<file path="config.mk">
export PLATFORM = sky130hd
export DESIGN_NAME = word_rotator
export DESIGN_NICKNAME = d
export VERILOG_FILES = /design/src/rtl/wrot_pkg.sv /design/src/rtl/wrot_trigger.sv /design/src/rtl/wrot_shifter.sv /design/src/rtl/word_rotator.sv
export SDC_FILE = /design/constraint.sdc
export NUM_CORES = 1
export LEC_CHECK = 0
export ABC_AREA = 1
export CORE_MARGIN = 1
export CORE_UTILIZATION = 45
export CTS_CLUSTER_SIZE = 10
export DETAILED_ROUTE_END_ITERATION = 10
export GPL_TIMING_DRIVEN = 0
export PLACE_DENSITY = 0.75
export SLEW_MARGIN = 20
export SYNTH_ARGS = -nofsm -noshare
export SYNTH_HDL_FRONTEND = slang
export SYNTH_SLANG_ARGS = --single-unit
</file>
<file path="constraint.sdc">
create_clock -name clk -period 4.8 [get_ports clk]
set_input_delay 0.96 -clock clk [delete_from_list [all_inputs] [get_ports clk]]
set_output_delay 0.96 -clock clk [all_outputs]
set_load 0.01 [all_outputs]
</file>
<file path="src/rtl/wrot_pkg.sv">
package wrot_pkg;
    localparam int unsigned WROT_WORD_W = 32;

    typedef enum logic {
        EXEC_LEVEL = 1'b0,
        EXEC_EDGE  = 1'b1
    } exec_mode_e;
endpackage

</file>
<file path="src/rtl/wrot_trigger.sv">
module wrot_trigger
    import wrot_pkg::*;
(
    input  logic clk,
    input  logic rst_n,
    input  logic cmd,
    input  logic pulse_mode,
    output logic fire
);
    logic prev_d, prev_q;
    exec_mode_e mode;

    always_comb begin
        mode   = exec_mode_e'(pulse_mode);
        prev_d = cmd;
        if (mode == EXEC_EDGE) fire = cmd && !prev_q;
        else                   fire = cmd;
    end

    always_ff @(posedge clk or negedge rst_n) begin
        if (!rst_n) prev_q <= 1'b0;
        else        prev_q <= prev_d;
    end

    // in edge mode a held command never fires again
    p_edge_once_r7: assert property (@(posedge clk) disable iff (!rst_n)
        (pulse_mode && prev_q) |-> !fire);
    // in level mode a high command always fires
    p_level_fire_r6: assert property (@(posedge clk) disable iff (!rst_n)
        (!pulse_mode && cmd) |-> fire);
endmodule

</file>
<file path="src/rtl/wrot_shifter.sv">
module wrot_shifter #(
    parameter int unsigned WORD_W = 32,
    parameter int unsigned HALF_W = WORD_W / 2,
    parameter int unsigned CNT_W  = $clog2(WORD_W) + 1
) (
    input  logic [WORD_W-1:0] word_in,
    input  logic              wide_mode,
    input  logic [CNT_W-1:0]  count,
    output logic [WORD_W-1:0] rot_word,
    output logic              rot_carry
);
    localparam int unsigned IDX_W = $clog2(WORD_W);

    logic [WORD_W-1:0] full_rot;
    logic [HALF_W-1:0] half_rot;
    logic [IDX_W-1:0]  out_idx;

    always_comb begin
        // duplicate then shift: the low part is the rotated word
        full_rot  = WORD_W'({word_in, word_in} >> count);
        half_rot  = HALF_W'({word_in[HALF_W-1:0], word_in[HALF_W-1:0]} >> count);
        out_idx   = IDX_W'(count - 1'b1);
        rot_carry = word_in[out_idx];
        rot_word  = wide_mode ? full_rot : {{(WORD_W-HALF_W){1'b0}}, half_rot};
    end
endmodule

</file>
<file path="src/rtl/word_rotator.sv">
module word_rotator #(
    parameter int unsigned WORD_W = wrot_pkg::WROT_WORD_W,
    parameter int unsigned CNT_W  = $clog2(WORD_W) + 1
) (
    input  logic              clk,
    input  logic              rst_n,
    input  logic              load_en,
    input  logic [WORD_W-1:0] load_data,
    input  logic              wide_mode,
    input  logic [CNT_W-1:0]  count,
    input  logic              cmd,
    input  logic              pulse_mode,
    output logic [WORD_W-1:0] word_q,
    output logic              carry_q,
    output logic              count_err
);
    localparam int unsigned HALF_W = WORD_W / 2;
    localparam int unsigned IDX_W  = $clog2(WORD_W);

    typedef struct packed {
        logic [WORD_W-1:0] word;
        logic              carry;
    } rot_state_t;

    rot_state_t st_d, st_q;
    logic              fire;
    logic              do_rot;
    logic [CNT_W-1:0]  limit;
    logic [WORD_W-1:0] rot_word;
    logic              rot_carry;

    wrot_trigger u_trigger (
        .clk        (clk),
        .rst_n      (rst_n),
        .cmd        (cmd),
        .pulse_mode (pulse_mode),
        .fire       (fire)
    );

    wrot_shifter #(
        .WORD_W (WORD_W),
        .HALF_W (HALF_W),
        .CNT_W  (CNT_W)
    ) u_shifter (
        .word_in   (st_q.word),
        .wide_mode (wide_mode),
        .count     (count),
        .rot_word  (rot_word),
        .rot_carry (rot_carry)
    );

    always_comb begin
        limit     = wide_mode ? CNT_W'(WORD_W) : CNT_W'(HALF_W);
        count_err = count > limit;
        do_rot    = fire && !count_err && (count != '0);
        st_d      = st_q;
        if (load_en) begin
            st_d.word = wide_mode ? load_data
                                  : {{(WORD_W-HALF_W){1'b0}}, load_data[HALF_W-1:0]};
        end else if (do_rot) begin
            st_d.word  = rot_word;
            st_d.carry = rot_carry;
        end
    end

    always_ff @(posedge clk or negedge rst_n) begin
        if (!rst_n) st_q <= '0;
        else        st_q <= st_d;
    end

    assign word_q  = st_q.word;
    assign carry_q = st_q.carry;

    // independent reference forms for the checks below
    logic [WORD_W-1:0] chk_rot;
    logic              chk_bit;
    always_comb begin
        chk_rot = (word_q >> count) | (word_q << (WORD_W - 32'(count)));
        chk_bit = word_q[IDX_W'(count - 1'b1)];
    end

    p_wide_rot_r1: assert property (@(posedge clk) disable iff (!rst_n)
        (!load_en && do_rot && wide_mode) |=> (word_q == $past(chk_rot)));
    p_narrow_upper_r2: assert property (@(posedge clk) disable iff (!rst_n)
        (!wide_mode && (load_en || do_rot)) |=> (word_q[WORD_W-1:HALF_W] == '0));
    p_carry_bit_r3: assert property (@(posedge clk) disable iff (!rst_n)
        (!load_en && do_rot) |=> (carry_q == $past(chk_bit)));
    p_zero_hold_r4: assert property (@(posedge clk) disable iff (!rst_n)
        (!load_en && count == '0) |=> ($stable(word_q) && $stable(carry_q)));
    p_err_hold_r5: assert property (@(posedge clk) disable iff (!rst_n)
        (!load_en && count_err) |=> ($stable(word_q) && $stable(carry_q)));
    p_load_wins_r8: assert property (@(posedge clk) disable iff (!rst_n)
        (load_en && wide_mode) |=> (word_q == $past(load_data) && $stable(carry_q)));
    p_idle_hold_r10: assert property (@(posedge clk) disable iff (!rst_n)
        (!load_en && !cmd) |=> ($stable(word_q) && $stable(carry_q)));
endmodule

</file>
## Word-level counts from Yosys, hierarchy flattened

Index checks and enable logic that the tools add are counted.

- Bits in registers: 34
- Input bits: 44
- Output and inout port bits: 34
- Logic and storage cells: 25

- Reductions and logical operators: 8
- Muxes and demuxes: 8
- $add $sub $neg: 1
- Magnitude comparators: 2
- Shift-type cells: 2
- Bitwise gates (word level): 1

Operator list:

| kind | number |
|---|---|
| $mux W32 | 3 |
| $shr A64 B6 Y32 | 1 |
| $mux W33 | 1 |
| $shr A32 B6 Y16 | 1 |
| $gt A6 B6 Y1 | 1 |
| $lt A5 B6 Y1 const B | 1 |
| $mux W6 | 1 |
| $reduce_bool A6 Y1 | 1 |
| $bmux W1 S5 | 1 |
| $sub A5 B1 Y5 const B | 1 |
| $logic_and A1 B1 Y1 | 3 |
| $logic_not A1 Y1 | 2 |
| $mux W1 | 2 |
| $reduce_and A2 Y1 | 1 |
| $reduce_bool A2 Y1 | 1 |
| $not A1 Y1 | 1 |

## Logic depth before layout (Yosys ltp)

Gate-level depths: netlist (run 1).

- Depth after elaboration: 7
- Gate-level depth with buffers: 16

## Modules after synthesis

A second synthesis (run 1) with hierarchy kept.

- Cell total of the unflattened synthesis: 901
- Area total of the unflattened synthesis: 5311.3 um2

By module, submodules not included:

| module | sequential area each (um2) | cells an instance | times used | area an instance (um2) |
|---|---|---|---|---|
| wrot_shifter | 0.0 | 692 | 1 | 3156.8 |
| word_rotator | 825.8 | 206 | 1 | 2117.0 |
| wrot_trigger | 25.0 | 3 | 1 | 37.5 |

## Least setup slack after synthesis (run 1)

No wires, ideal clock.

- Path kind: input-to-output
- From: in count[4]
- To: out count_err
- Required time: 3.840 ns
- Slack: 1.810 ns
- Arrival time: 2.030 ns
- Path buffers: 2
- Stages on the path: 7
- Cells stage by stage: inv_1 buf_2 buf_1 ha_1 nand4_1 nand2_1 inv_1

- Word-level cells in the longest chain between the ends: 1

RTL lines:

| item | line | RTL |
|---|---|---|
| start, declared | word_rotator.sv:10 | `input logic [CNT_W-1:0] count,` |
| $gt A6 B6 Y1 | word_rotator.sv:54 | `count_err = count > limit;` |
| end, declared | word_rotator.sv:15 | `output logic count_err` |

Every way passes these cells.

## Worst setup path after layout (run 1)

Same ends and word-level chain as after synthesis.

==> impl_metrics.toml, run 1 <==
[detailed_routing]
viasPerCell = 6.044
drtPass1Iterations = 6
wl_per_cell_um = 21.12
wl_um = 22980
vias = 6576
drtIter0Drc = 1060
post-route-drc-count = 0
postRouteAntennaNets = 0

[power]
p_leak_nw = 2.984
power_frac_comb_pct = 52.5
power.switching_uw = 589.5
intPower_uw = 672.0
power.total_mw = 1.262
power_frac_seq_pct = 28.7
swShare_pct = 46.73
pwr_density_cell_nw_per_um2 = 220.8
vdd.ir_drop.worst_uv = 135.1
power_frac_clock_pct = 18.8

[die]
dieArea_um2 = 10840
die_h_um = 104.1
ios = 78
die_width_um = 104.1
core_um2 = 9955
initial_core_util_pct = 47.12
num_rows = 36

[setup_path]
cp_top_family = "buffers and inverters"
rr_startpoint = "word_q[29]$_DFFE_PN0P_"
ff2ff_path_depth = 10
critPathBufInv = 6
worst-r2r-setup-slack_ps = 2900
critPathKind = "primary input to output port"
crit_chain = "clkdlybuf4s50_1 -> inv_1 -> buf_2 -> buf_1 -> ha_1 -> nand4_1 -> nand2_1 -> inv_1 -> clkdlybuf4s50_1"
cp_max_fo = 10
r2r_end = "word_q[4]$_DFFE_PN0P_"
critical_path.startpoint_type = "primary input"
worstPathRequired_ps = 3840
cp_data_arrival_time_ps = 3490
slowest_stage = "clkdlybuf4s50_1"
worst-path-stages = 9
cp-end-kind = "output port"
crit_start = "count[4]"
worst_path_largest_cell_delay_ps = 520

[placed_design]
dpl_cell_area_um2 = 5623
portBuffers = 75
place_congestion = 1.094
placed_cells_incl_taps = 1080
post-place-ws_ps = 427.2
hpwl_um = 18430

[timing]
fmax_ghz = 0.2249
tightest_slew_ps = 695.5
finalSetupViolations = 0
fin_skew_ps = 10.69
maxSlewViolCount = 0
worst_slack_ps = 353.5
tns_ps = 0
slew_headroom_pct = 53.30
finalCritPeriodShare_pct = 92.64
min_period_ps = 4446
rsz0062_at_grt = "no"
finalHoldViolCount = 0
whs_ps = 492.7

[yosys]
ys_ff_latch = 34
synth_xor_xnor_area_share_pct = 0.5601
syn_area_per_cell_um2 = 5.385
synth_adder_area_share_pct = 0.8002
muxShareOfSynthArea_pct = 0
yosysSeqAreaShare_pct = 18.14
yosysUniqueCellTypes = 35
synthSimpleGateAreaFrac_pct = 62.98
synthesis.nets = 918
synth-compound-area-share_pct = 7.415
synthCells = 871
synth_top_family_by_area = "simple AND/OR/NAND/NOR gates"
syn_area_um2 = 4691
synth_warnings = 0

[finish]
final_common_cell = "nand2_1"
fin_nets = 1001
antenna_cells = 0
drive_above_1_share_pct = 8.168
fin_util_pct = 57.40
fillers = 1109
final_cells = 1088
mostFrequentLayoutCells = "nand2_1 (426), nand3_1 (205), clkdlybuf4s50_1 (74)"
fin_area_um2 = 5714
syn2layout_area_growth_pct = 21.82

[flow_run]
cap_violations = 0

[clock_tree]
cts_resized = 0
htreeDepth = 2
clock_sinks = 34
clock_path_buffers = 2
post_cts_buffers = 0
cts.clk_slew.worst_paths_ps = 70
clock_latency_ps = 310
cts_hold_repair.buffers = 0
cts_buffers = 5
cts-root-buf = "clkbuf_8"
cts_tree = "yes"

[global_routing]
overflow = 0
grt_max_degree = 23
antenna_found_initial = 0
grt_pass1_vias = 6051
grt_pass1_wl_um = 34640
grt_usage_pct = 42.53

[worst_hold_path]
hold_path_startpoint = "carry_q$_DFFE_PN0P_"
holdPathStages = 2
holdPathEnd = "carry_q$_DFFE_PN0P_"
holdCritPathClass = "flop to flop"

[outcome]
status = "completed"
==> cell families after synthesis <==
logic type               count (synthesis)
adder cells (fa/ha/maj)                  3
AND/OR/NAND/NOR                        682
flip-flops                              34
XOR/XNOR                                 3
AO/OA/AOI/OAI                           63
buffers and inverters                   86
==> cell type report <==
type | count | area (µm²) | area share (%)
plain buffers | 52 | 340.3 | 5.956
clock buffers | 7 | 86.33 | 1.511
multi-input cells | 751 | 3366 | 58.90
repair buffers | 76 | 765.7 | 13.40
inverters | 34 | 133.9 | 2.343
clock inverters | 1 | 5.005 | 0.08758
flip-flops and latches | 34 | 850.8 | 14.89
well taps | 133 | 166.4 | 2.912
==> worst reg2reg max path: cells and delay by family, from the launching register on <==
| kind | cells | cell delay [ps] |
|---|---|---|
| DFF | 1 | 440 |
| and+or+nand+nor | 10 | 1330 |
==> registers in the layout, indices dropped and copies added (netlist names) <==
signal,count
carry_q,1
word_q,32
u_trigger.prev_q,1
==> worst max-delay path by stage <==
| stage | slack, ps | to |
|---|---|---|
| after floorplan | 1810 | count_err |
| after global placement | 420 | count_err |
| final | 350 | count_err |
| after global routing | 210 | count_err |
| after detailed placement | 430 | count_err |
| after CTS | 420 | count_err |
==> metal layers <==
layer  vias up  routed length (µm)  part of all wire [%]  global-route usage [%]
met4         0                1281                   5.6                   22.14
li1       3019                   -                     -                       -
met3        88                3281                    14                   11.78
met2       515                9612                    42                   63.19
met5         -                   0                     0                       0
met1      2954                8807                    38                   55.86
==> cells in the mapped netlist, drive strengths merged <==
| library cell | count | area (µm²) |
|---|---|---|
| a21boi | 1 | 7.510 |
| a21oi | 27 | 138.9 |
| a22o | 3 | 26.28 |
| and2 | 1 | 6.260 |
| buf | 43 | 306.6 |
| clkbuf | 9 | 33.78 |
| clkinv | 1 | 5.000 |
| dfrtp | 34 | 850.8 |
| ha | 3 | 37.54 |
| inv | 33 | 128.9 |
| nand2 | 444 | 1722 |
| nand3 | 208 | 1056 |
| nand4 | 7 | 43.79 |
| nor2 | 19 | 110.1 |
| nor3 | 2 | 10.01 |
| o211ai | 4 | 30.03 |
| o21ai | 26 | 130.1 |
| o21bai | 1 | 7.510 |
| o31ai | 1 | 7.510 |
| or3 | 1 | 6.260 |
| xnor2 | 1 | 8.760 |
| xor2 | 2 | 17.52 |
==> power groups by stage <==
stage	sequential (mW)	combinational, mW	clock, mW
after floorplan	0.365	0.369	0
after global placement	0.364	0.636	0
after detailed placement	0.365	0.637	0
after CTS	0.359	0.639	0.238
after global routing	0.365	0.712	0.248
final	0.362	0.663	0.237
(Power assumes the default switching activity.)
==> inputs of run 2 (changes only) <==
--- a/config.mk
+++ b/config.mk
@@ -8,7 +8,6 @@
 export ABC_AREA = 1
 export CORE_MARGIN = 1
 export CORE_UTILIZATION = 45
-export CTS_CLUSTER_SIZE = 10
 export DETAILED_ROUTE_END_ITERATION = 10
 export GPL_TIMING_DRIVEN = 0
 export PLACE_DENSITY = 0.75
==> results of run 2 <==
The final DEF is identical to that of run 1; final timing and power are the same.
